**src/rtl/spi_cs_pkg.sv**
```systemverilog
// Package: shared types and decode helpers for the chip-select controller.
// Assumes a fixed set of three select lines and up to four data lanes.
package spi_cs_pkg;

    localparam int NUM_CS   = 3;
    localparam int SEL_W    = 2;
    localparam int LANE_MAX = 4;

    // Control word captured at command start
    typedef struct packed {
        logic             lock;
        logic             rel;
        logic             xfer;
        logic             rd;
        logic [1:0]       lane;
    } cmd_word_t;

    // Lane code to per-lane enable mask; reserved code falls back to one lane
    function automatic logic [LANE_MAX-1:0] lane_mask(input logic [1:0] code);
        logic [LANE_MAX-1:0] m;
        case (code)
            2'd1:    m = 4'b0011;
            2'd2:    m = 4'b1111;
            default: m = 4'b0001;
        endcase
        return m;
    endfunction

endpackage

```
**src/rtl/cs_target_decode.sv**
```systemverilog
// Module: cs_target_decode
// Turns the select code into a one-hot target vector and a valid flag.
// Codes at or above NCS are reserved and yield an all-zero vector.
module cs_target_decode #(
    parameter int SEL_W = 2,
    parameter int NCS   = 3
) (
    input  logic [SEL_W-1:0] sel,
    output logic [NCS-1:0]   tgt_oh,
    output logic             sel_valid
);

    // One comparator per select line
    for (genvar i = 0; i < NCS; i++) begin : g_line
        assign tgt_oh[i] = (sel == SEL_W'(i));
    end

    // A code is valid when it names an existing line
    assign sel_valid = |tgt_oh;

endmodule

```
**src/rtl/cs_hold_fsm.sv**
```systemverilog
// Module: cs_hold_fsm
// Tracks the active command, the sticky lock and the asserted target.
// Drives the active-low select lines from registers and inserts an idle
// cycle when the target changes under a held lock.
// Assumes start and done never arrive in the same cycle and that a
// start does not arrive while a command is still active.
module cs_hold_fsm #(
    parameter int NCS = 3
) (
    input  logic           clk,
    input  logic           rst_n,
    input  logic           start,
    input  logic           sel_valid,
    input  logic [NCS-1:0] tgt_oh,
    input  logic           lock,
    input  logic           rel,
    input  logic           done,
    output logic [NCS-1:0] cs_n,
    output logic           sel_err
);

    logic           active_q;
    logic           held_q;
    logic           cs_on_q;
    logic           gap_q;
    logic           lock_q;
    logic           rel_q;
    logic           valid_q;
    logic [NCS-1:0] tgt_q;
    logic           keep;

    // Line stays asserted past done when locked or held, unless released
    assign keep = (lock_q | held_q) & ~rel_q & valid_q;

    // Command and hold state update
    always_ff @(posedge clk) begin
        if (!rst_n) begin
            active_q <= 1'b0;
            held_q   <= 1'b0;
            cs_on_q  <= 1'b0;
            gap_q    <= 1'b0;
            lock_q   <= 1'b0;
            rel_q    <= 1'b0;
            valid_q  <= 1'b0;
            tgt_q    <= '0;
            sel_err  <= 1'b0;
        end else begin
            sel_err <= 1'b0;
            if (start) begin
                active_q <= 1'b1;
                lock_q   <= lock;
                rel_q    <= rel;
                valid_q  <= sel_valid;
                if (!sel_valid) begin
                    cs_on_q <= 1'b0;
                    held_q  <= 1'b0;
                    gap_q   <= 1'b0;
                    sel_err <= 1'b1;
                end else if (cs_on_q && (tgt_q != tgt_oh)) begin
                    tgt_q   <= tgt_oh;
                    cs_on_q <= 1'b0;
                    gap_q   <= 1'b1;
                end else begin
                    tgt_q   <= tgt_oh;
                    cs_on_q <= 1'b1;
                end
            end else if (done && active_q) begin
                active_q <= 1'b0;
                gap_q    <= 1'b0;
                cs_on_q  <= keep;
                held_q   <= keep;
            end else if (gap_q) begin
                gap_q   <= 1'b0;
                cs_on_q <= 1'b1;
            end
        end
    end

    // Active-low outputs from the stored target
    assign cs_n = ~(tgt_q & {NCS{cs_on_q}});

endmodule

```
**src/rtl/xfer_byte_counter.sv**
```systemverilog
// Module: xfer_byte_counter
// Counts down the bytes of a data phase and pulses once at the last one.
// A load with a zero count starts no data phase.
module xfer_byte_counter #(
    parameter int CNT_W = 8
) (
    input  logic             clk,
    input  logic             rst_n,
    input  logic             load,
    input  logic [CNT_W-1:0] count,
    input  logic             tick,
    output logic             busy,
    output logic             done_pulse
);

    logic [CNT_W-1:0] left_q;

    // Remaining-byte counter with completion pulse
    always_ff @(posedge clk) begin
        if (!rst_n) begin
            left_q     <= '0;
            busy       <= 1'b0;
            done_pulse <= 1'b0;
        end else begin
            done_pulse <= 1'b0;
            if (load) begin
                left_q <= count;
                busy   <= (count != '0);
            end else if (busy && tick) begin
                left_q <= left_q - 1'b1;
                if (left_q == CNT_W'(1)) begin
                    busy       <= 1'b0;
                    done_pulse <= 1'b1;
                end
            end
        end
    end

endmodule

```
**src/rtl/spi_cs_ctrl.sv**
```systemverilog
// Module: spi_cs_ctrl
// Chip-select controller for a serial master: latches a per-command
// control word, drives three active-low selects with sticky locking and
// counts the data phase. The shift engine supplies start, done and byte
// strobes; it must not start a command while one is still active.
module spi_cs_ctrl
    import spi_cs_pkg::*;
#(
    parameter int CNT_W = 8
) (
    input  logic                clk,
    input  logic                rst_n,
    input  logic                cmd_start,
    input  logic [SEL_W-1:0]    tgt_sel,
    input  logic                lock_cs,
    input  logic                release_cs,
    input  logic                xfer_en,
    input  logic                read_en,
    input  logic [1:0]          lane_code,
    input  logic [CNT_W-1:0]    xfer_bytes,
    input  logic                byte_tick,
    input  logic                cmd_done,
    output logic [NUM_CS-1:0]   cs_n,
    output logic [LANE_MAX-1:0] lane_en,
    output logic                read_dir,
    output logic                data_phase,
    output logic                data_done,
    output logic                sel_err
);

    logic [NUM_CS-1:0] tgt_oh;
    logic              sel_valid;
    cmd_word_t         word;

    // Gather the control inputs into one word
    assign word = '{lock: lock_cs, rel: release_cs, xfer: xfer_en,
                    rd: read_en, lane: lane_code};

    cs_target_decode #(.SEL_W(SEL_W), .NCS(NUM_CS)) u_dec (
        .sel       (tgt_sel),
        .tgt_oh    (tgt_oh),
        .sel_valid (sel_valid)
    );

    cs_hold_fsm #(.NCS(NUM_CS)) u_hold (
        .clk       (clk),
        .rst_n     (rst_n),
        .start     (cmd_start),
        .sel_valid (sel_valid),
        .tgt_oh    (tgt_oh),
        .lock      (word.lock),
        .rel       (word.rel),
        .done      (cmd_done),
        .cs_n      (cs_n),
        .sel_err   (sel_err)
    );

    xfer_byte_counter #(.CNT_W(CNT_W)) u_cnt (
        .clk        (clk),
        .rst_n      (rst_n),
        .load       (cmd_start & word.xfer),
        .count      (xfer_bytes),
        .tick       (byte_tick),
        .busy       (data_phase),
        .done_pulse (data_done)
    );

    // Latch direction and lane width for the command
    always_ff @(posedge clk) begin
        if (!rst_n) begin
            lane_en  <= lane_mask(2'd0);
            read_dir <= 1'b0;
        end else if (cmd_start) begin
            lane_en  <= lane_mask(word.lane);
            read_dir <= word.xfer & word.rd;
        end
    end

endmodule

```
**config.mk**
```make
export PLATFORM = sky130hd
export DESIGN_NAME = spi_cs_ctrl
export DESIGN_NICKNAME = d
export VERILOG_FILES = /design/src/rtl/spi_cs_pkg.sv /design/src/rtl/cs_target_decode.sv /design/src/rtl/cs_hold_fsm.sv /design/src/rtl/xfer_byte_counter.sv /design/src/rtl/spi_cs_ctrl.sv
export SDC_FILE = /design/constraint.sdc
export NUM_CORES = 1
export LEC_CHECK = 0
export BUFFER_PORTS_ARGS = -buffer_cell sky130_fd_sc_hd__buf_4
export CORE_ASPECT_RATIO = 2
export CORE_UTILIZATION = 35
export CTS_BUF_LIST = sky130_fd_sc_hd__clkbuf_2
export DETAILED_ROUTE_END_ITERATION = 8
export MAX_ROUTING_LAYER = met4
export SLEW_MARGIN = 25
export SYNTH_ARGS = -nofsm -noshare
export SYNTH_HDL_FRONTEND = slang
export SYNTH_SLANG_ARGS = --single-unit
```
**constraint.sdc**
```tcl
create_clock -name clk -period 1.4 [get_ports clk]
set_clock_uncertainty 0.1 [all_clocks]
set_input_delay 0.21 -clock clk [delete_from_list [all_inputs] [get_ports clk]]
set_output_delay 0.21 -clock clk [all_outputs]
set_load 0.03 [all_outputs]
```
* After elaboration in Yosys (flattened, before gate mapping)
Cells that the tools add are included.
** Word-level totals
- Bits in registers :: 26
- Bits of input ports :: 21
- Output and inout port bits :: 11
** Cells by class
- Add/sub/neg operators :: 1
- Equal/unequal tests :: 7
- Muxes and demuxes :: 18
- Bitwise logic cells :: 10
- Reduce and logical (&&, ||, !) cells :: 16
** Operators with widths (count)
- $mux W8 :: 2
- $mux W1 :: 15
- $eq A8 B1 Y1 const B :: 1
- $pmux W4 S2 :: 1
- $reduce_and A2 Y1 :: 4
- $reduce_bool A8 Y1 :: 1
- $sub A8 B1 Y8 const B :: 1
- $reduce_bool A2 Y1 :: 3
- $reduce_or A3 Y1 :: 2
- $and A1 B1 Y1 :: 4
- $eq A2 B1 Y1 const B :: 2
- $eq A2 B2 Y1 const B :: 2
- $and A3 B3 Y3 :: 1
- $logic_and A1 B1 Y1 :: 3
- $ne A3 B3 Y1 :: 1
- $not A1 Y1 :: 3
- $not A3 Y3 :: 1
- $reduce_and A3 Y1 :: 1
- $reduce_bool A3 Y1 :: 1
- $logic_not A2 Y1 :: 1
- $ne A2 B2 Y1 const B :: 1
- $or A1 B1 Y1 :: 1

* Logic depth before layout (Yosys ltp)
- Depth in word-level cells :: 6
- Depth in mapped cells :: 6
- Gate-level depth less buffers :: 6

* Modules after synthesis
A second synthesis with hierarchy kept.
** Second synthesis, totals
- Cell total of the unflattened synthesis :: 138
- Area, all modules :: 1209.9 µm²
** By module, submodules not included
- xfer_byte_counter :: times used 1, cells an instance 63, area an instance 533.0 µm², seq. area each 200.2 µm²
- cs_hold_fsm :: times used 1, cells an instance 55, area an instance 504.2 µm², seq. area each 220.2 µm²
- spi_cs_ctrl :: times used 1, cells an instance 16, area an instance 150.1 µm², seq. area each 60.1 µm²
- cs_target_decode :: times used 1, cells an instance 4, area an instance 22.5 µm², seq. area each 0.0 µm²

* Worst setup path after synthesis
Ideal clock, no wire load.
- Path kind :: flip-flop to flip-flop
- From :: register u_cnt.busy
- To :: register u_cnt.left_q[6]
- Setup time :: 0.122 ns
- Data arrival time :: 1.176 ns
- Required time :: 1.178 ns
- Slack :: 0.002 ns
- Cell stages (with the launch flop) :: 5
- Period minus slack after synthesis :: 1.398 ns
- Cells stage by stage :: dfxtp_1 nand4b_1 nor4_1 xnor2_1 a21oi_1
** Between the ends
- Cells in the longest elaborated chain, start to end :: 2
** Ends and longest elaborated chain
- from (decl) :: RTL line xfer_byte_counter.sv:12 : output logic busy,
- from (signal assigned) :: RTL line xfer_byte_counter.sv:28 : busy <= (count != '0);
- $logic_and A1 B1 Y1 :: RTL line xfer_byte_counter.sv:29 : end else if (busy && tick) begin
- $reduce_bool A2 Y1 (no line)
- to (signal assigned) :: RTL line xfer_byte_counter.sv:27 : left_q <= count;
- to (signal assigned) :: RTL line xfer_byte_counter.sv:30 : left_q <= left_q - 1'b1;
- to (decl) :: RTL line xfer_byte_counter.sv:16 : logic [CNT_W-1:0] left_q;
Every way passes these cells.
A chain may end at the register's enable or synchronous reset.

* Worst setup path after layout
- From :: register u_cnt.left_q[0]
- To :: register u_cnt.left_q[6]
** Between the ends
- Cells in the longest elaborated chain, start to end :: 3
** Ends and longest elaborated chain
- $sub A8 B1 Y8 :: RTL line xfer_byte_counter.sv:30
- $mux W8 :: RTL line xfer_byte_counter.sv:29
- $mux W8 :: RTL line xfer_byte_counter.sv:26 : if (load) begin
Every way passes these cells. The select of a mux whose other input is x is not followed.

==> flow_summary_export.csv <==
group,metric,value,unit
status,status,"finished, violations left",
status,violations,"negative setup slack",
logic_synthesis,synth_edf_count,0,
routing,ant_nets,0,
floorplan,die_x,42.8,µm
logic_synthesis,ys_seq_area_frac,0.412,
global_routing,grt_use_met3,0.0152,
sta,hold_ws,0.0200,ns
setup_path,critPathTopFamily,"simple AND/OR/NAND/NOR gates",
place,io_buffers,30,
sta,grt_setup_unrepaired,"yes",
floorplan,core_area,3160,µm²
routing,dr.first_iter.drc_count,28,
floorplan,pin_count,32,
routing,wl_per_cell,13.8,µm
power,powerDensity,858,nW/µm²
floorplan,die_y,83.6,µm
floorplan,die_area,3580,µm²
logic_synthesis,synthTopCellsByArea,"dfxtp_1, nor2_1, nand2_1, a21oi_1, mux2i_1",
logic_synthesis,avgSynthCellArea,8.51,µm²
finish,largest_reg_flops,8,
logic_synthesis,netlist_area,1170,µm²
sta,setup_violations,2,
logic_synthesis,ys_async_sr_fraction,0,
logic_synthesis,syn_inst,137,
logic_synthesis,yosysUniqueCellTypes,37,
place,place.gp.congestion,0.885,
logic_synthesis,ys_ff_latch,24,
clocking,tritoncts,"yes",
clocking,cts_buffers,3,
global_routing,grt.total_usage,0.173,
clocking,cts.path.max_buffers,2,
global_routing,use_met1,0.174,
logic_synthesis,yosys_warnings,0,
logic_synthesis,yosys.area.top_type_share,0.412,
place,placed_cell_area,1440,µm²
finish,drive_above_1_share,0.326,
setup_path,worstSetupEndpointType,"flop",
routing,route.detailed.drc,0,
routing,viasPerCell,5.46,
worst_hold_path,hp-class,"primary input to flop",
sta,min_period,1.42,ns
sta,fin_ws,-0.0178,ns
clocking,cts_root_buf,"clkbuf_2",
setup_path,crit_path_cell_trace,"inv_2, ha_4, nand4b_1, nor4_2, xnor2_1, a21oi_1",
power,p_leak,0.682,nW
global_routing,grt_util_met2,0.298,
place,place_hpwl,2100,µm
logic_synthesis,synth_top_area_cell,"dfxtp_1",
finish,area_growth,35.8,%
finish,fin_nets,203,
setup_path,crit_slowest_cell,"dfxtp_2",
routing,first_pass_iters,4,
setup_path,reg2reg_from,"u_cnt.left_q[0]$_SDFFE_PN0P_",
sta,layout_worst_path_cycle_share,1.01,
finish,fill_cells,329,
finish,regMostFlops,"u_cnt.left_q",
setup_path,crit_buf_inv,1,
setup_path,required,1.55,ns
clocking,cts_htree_levels,1,
routing,totalWireLength,2880,µm
global_routing,overflow,0,
finish,design_area,1580,µm²
setup_path,start_kind,"flop",
global_routing,top_usage_layer,"met2",
setup_path,critPathMaxFanout,3,
finish,antenna_cells,0,
power,ir_worst_vdd,0.000718,V
setup_path,startpoint,"u_cnt.left_q[0]$_SDFFE_PN0P_",
sta,fmax,0.705,GHz
global_routing,grt_max_degree,19,
global_routing,grt_pass1_vias,1119,
clocking,clock_latency,0.34,ns
setup_path,slowest_delay,0.37,ns
logic_synthesis,synth_flop_cell,"dfxtp_1",
clocking,clk_pin_slew,0.22,ns
worst_hold_path,hp-start,"xfer_en",
floorplan,start_util,0.369,
floorplan,fp-row-count,29,
global_routing,grt_pass1_wl,4640,µm
setup_path,critical_path_arrival,1.57,ns
sta,finalSetupTns,-0.0344,ns
logic_synthesis,syn-num-nets,161,
finish,utilization,0.502,
job,cap_violations,0,
clocking,numClockSinks,24,
sta,hold_violations,0,
finish,fin_cells,209,
routing,dr_total_vias,1142,
setup_path,critical_path_class,"flop to flop",
finish,reg.largest.list,"u_cnt.left_q (8), u_hold.tgt_q (3), lane_en (2)",
global_routing,antenna_found_initial,0,
place,placedCellCount,195,
sta,maxSlewViolCount,0,
metrics by stage:
step / setup slack [ns] / power [mW]
3_3_place_gp: 0.0350 / 1.06
4_1_cts: -0.0168 / 1.36
3_5_place_dp: -0.00348 / 1.07
5_1_grt: -0.133 / 1.44
6_report: -0.0178 / 1.36
2_1_floorplan: 0.00191 / 0.950
logic make-up after synthesis:
logic type | count (synthesis) | share of synthesized area
buffers and inverters | 15 | 0.0601
XOR/XNOR | 7 | 0.0526
AND/OR/NAND/NOR | 52 | 0.232
multiplexers | 4 | 0.0343
flip-flops | 24 | 0.412
AO/OA/AOI/OAI | 31 | 0.174
other | 1 | 0.00322
adder cells (fa/ha/maj) | 3 | 0.0322
Yosys cell counts (all sizes together), types with 3 or more instances:
| library cell | count |
|---|---|
| xnor2 | 3 |
| buf | 7 |
| a31oi | 3 |
| nor4 | 5 |
| nand2 | 13 |
| mux2i | 4 |
| a21oi | 9 |
| dfxtp | 24 |
| a211oi | 4 |
| xor2 | 4 |
| nand3 | 7 |
| ha | 3 |
| inv | 6 |
| nor2 | 18 |
| o21ai | 7 |
tightest hold or removal path, cell delays in order:
cell and delay (ns):
buf_4 0.12, nand3_1 0.07, a21oi_1 0.05
final timing paths:
check	to	slack [ns]	depth (start not counted)
max reg2reg	u_cnt.left_q[6]$_SDFFE_PN0P_	-0.02	6
max	u_cnt.left_q[6]$_SDFFE_PN0P_	-0.02	6
min	u_cnt.left_q[1]$_SDFFE_PN0P_	0.02	3
min reg2reg	read_dir$_SDFFE_PN0P_	0.39	2
cell type report:
type / count / area, µm² / area share
inverter: 6 / 22.5 / 0.0142
clock buffer: 3 / 15.0 / 0.00948
sequential: 24 / 489 / 0.309
multi-input combinational: 98 / 637 / 0.402
clock inverter: 1 / 3.75 / 0.00237
tap: 31 / 38.8 / 0.0245
timing repair buffer: 46 / 378 / 0.239
cell usage in the layout (no fill, tap or decap), drive strengths merged, types with 2 or more instances in the layout:
master,count
xor2,4
nand3,7
dfxtp,24
buf,38
clkbuf,3
mux2i,4
a31oi,3
o21ai,7
dlygate4sd3,8
nand2b,2
nor2,18
ha,3
nor4b,2
o211ai,2
a211oi,4
inv,6
xnor2,3
nand2,13
nor4,5
a21oi,9
report_power, final:
group | internal (mW) | switching (mW) | total [mW]
Combinational | 0.165 | 0.161 | 0.325
Clock | 0.0621 | 0.203 | 0.265
Sequential | 0.729 | 0.0395 | 0.768
layer usage:
layer / share of wire / vias up
li1: - / 559
met2: 0.55 / 40
met5: 0 / -
met4: 0.039 / 0
met3: 0.044 / 11
met1: 0.37 / 532
what timing repair did:
action                     CTS  global route
cloned                       0             0
hold endpoints to repair     6             1
setup endpoints to repair    1             9
buffers inserted             0             2
hold buffers                 7             1
resized for setup            1            12
pin swaps                    0             4
Power figures use the tool's default switching activity.
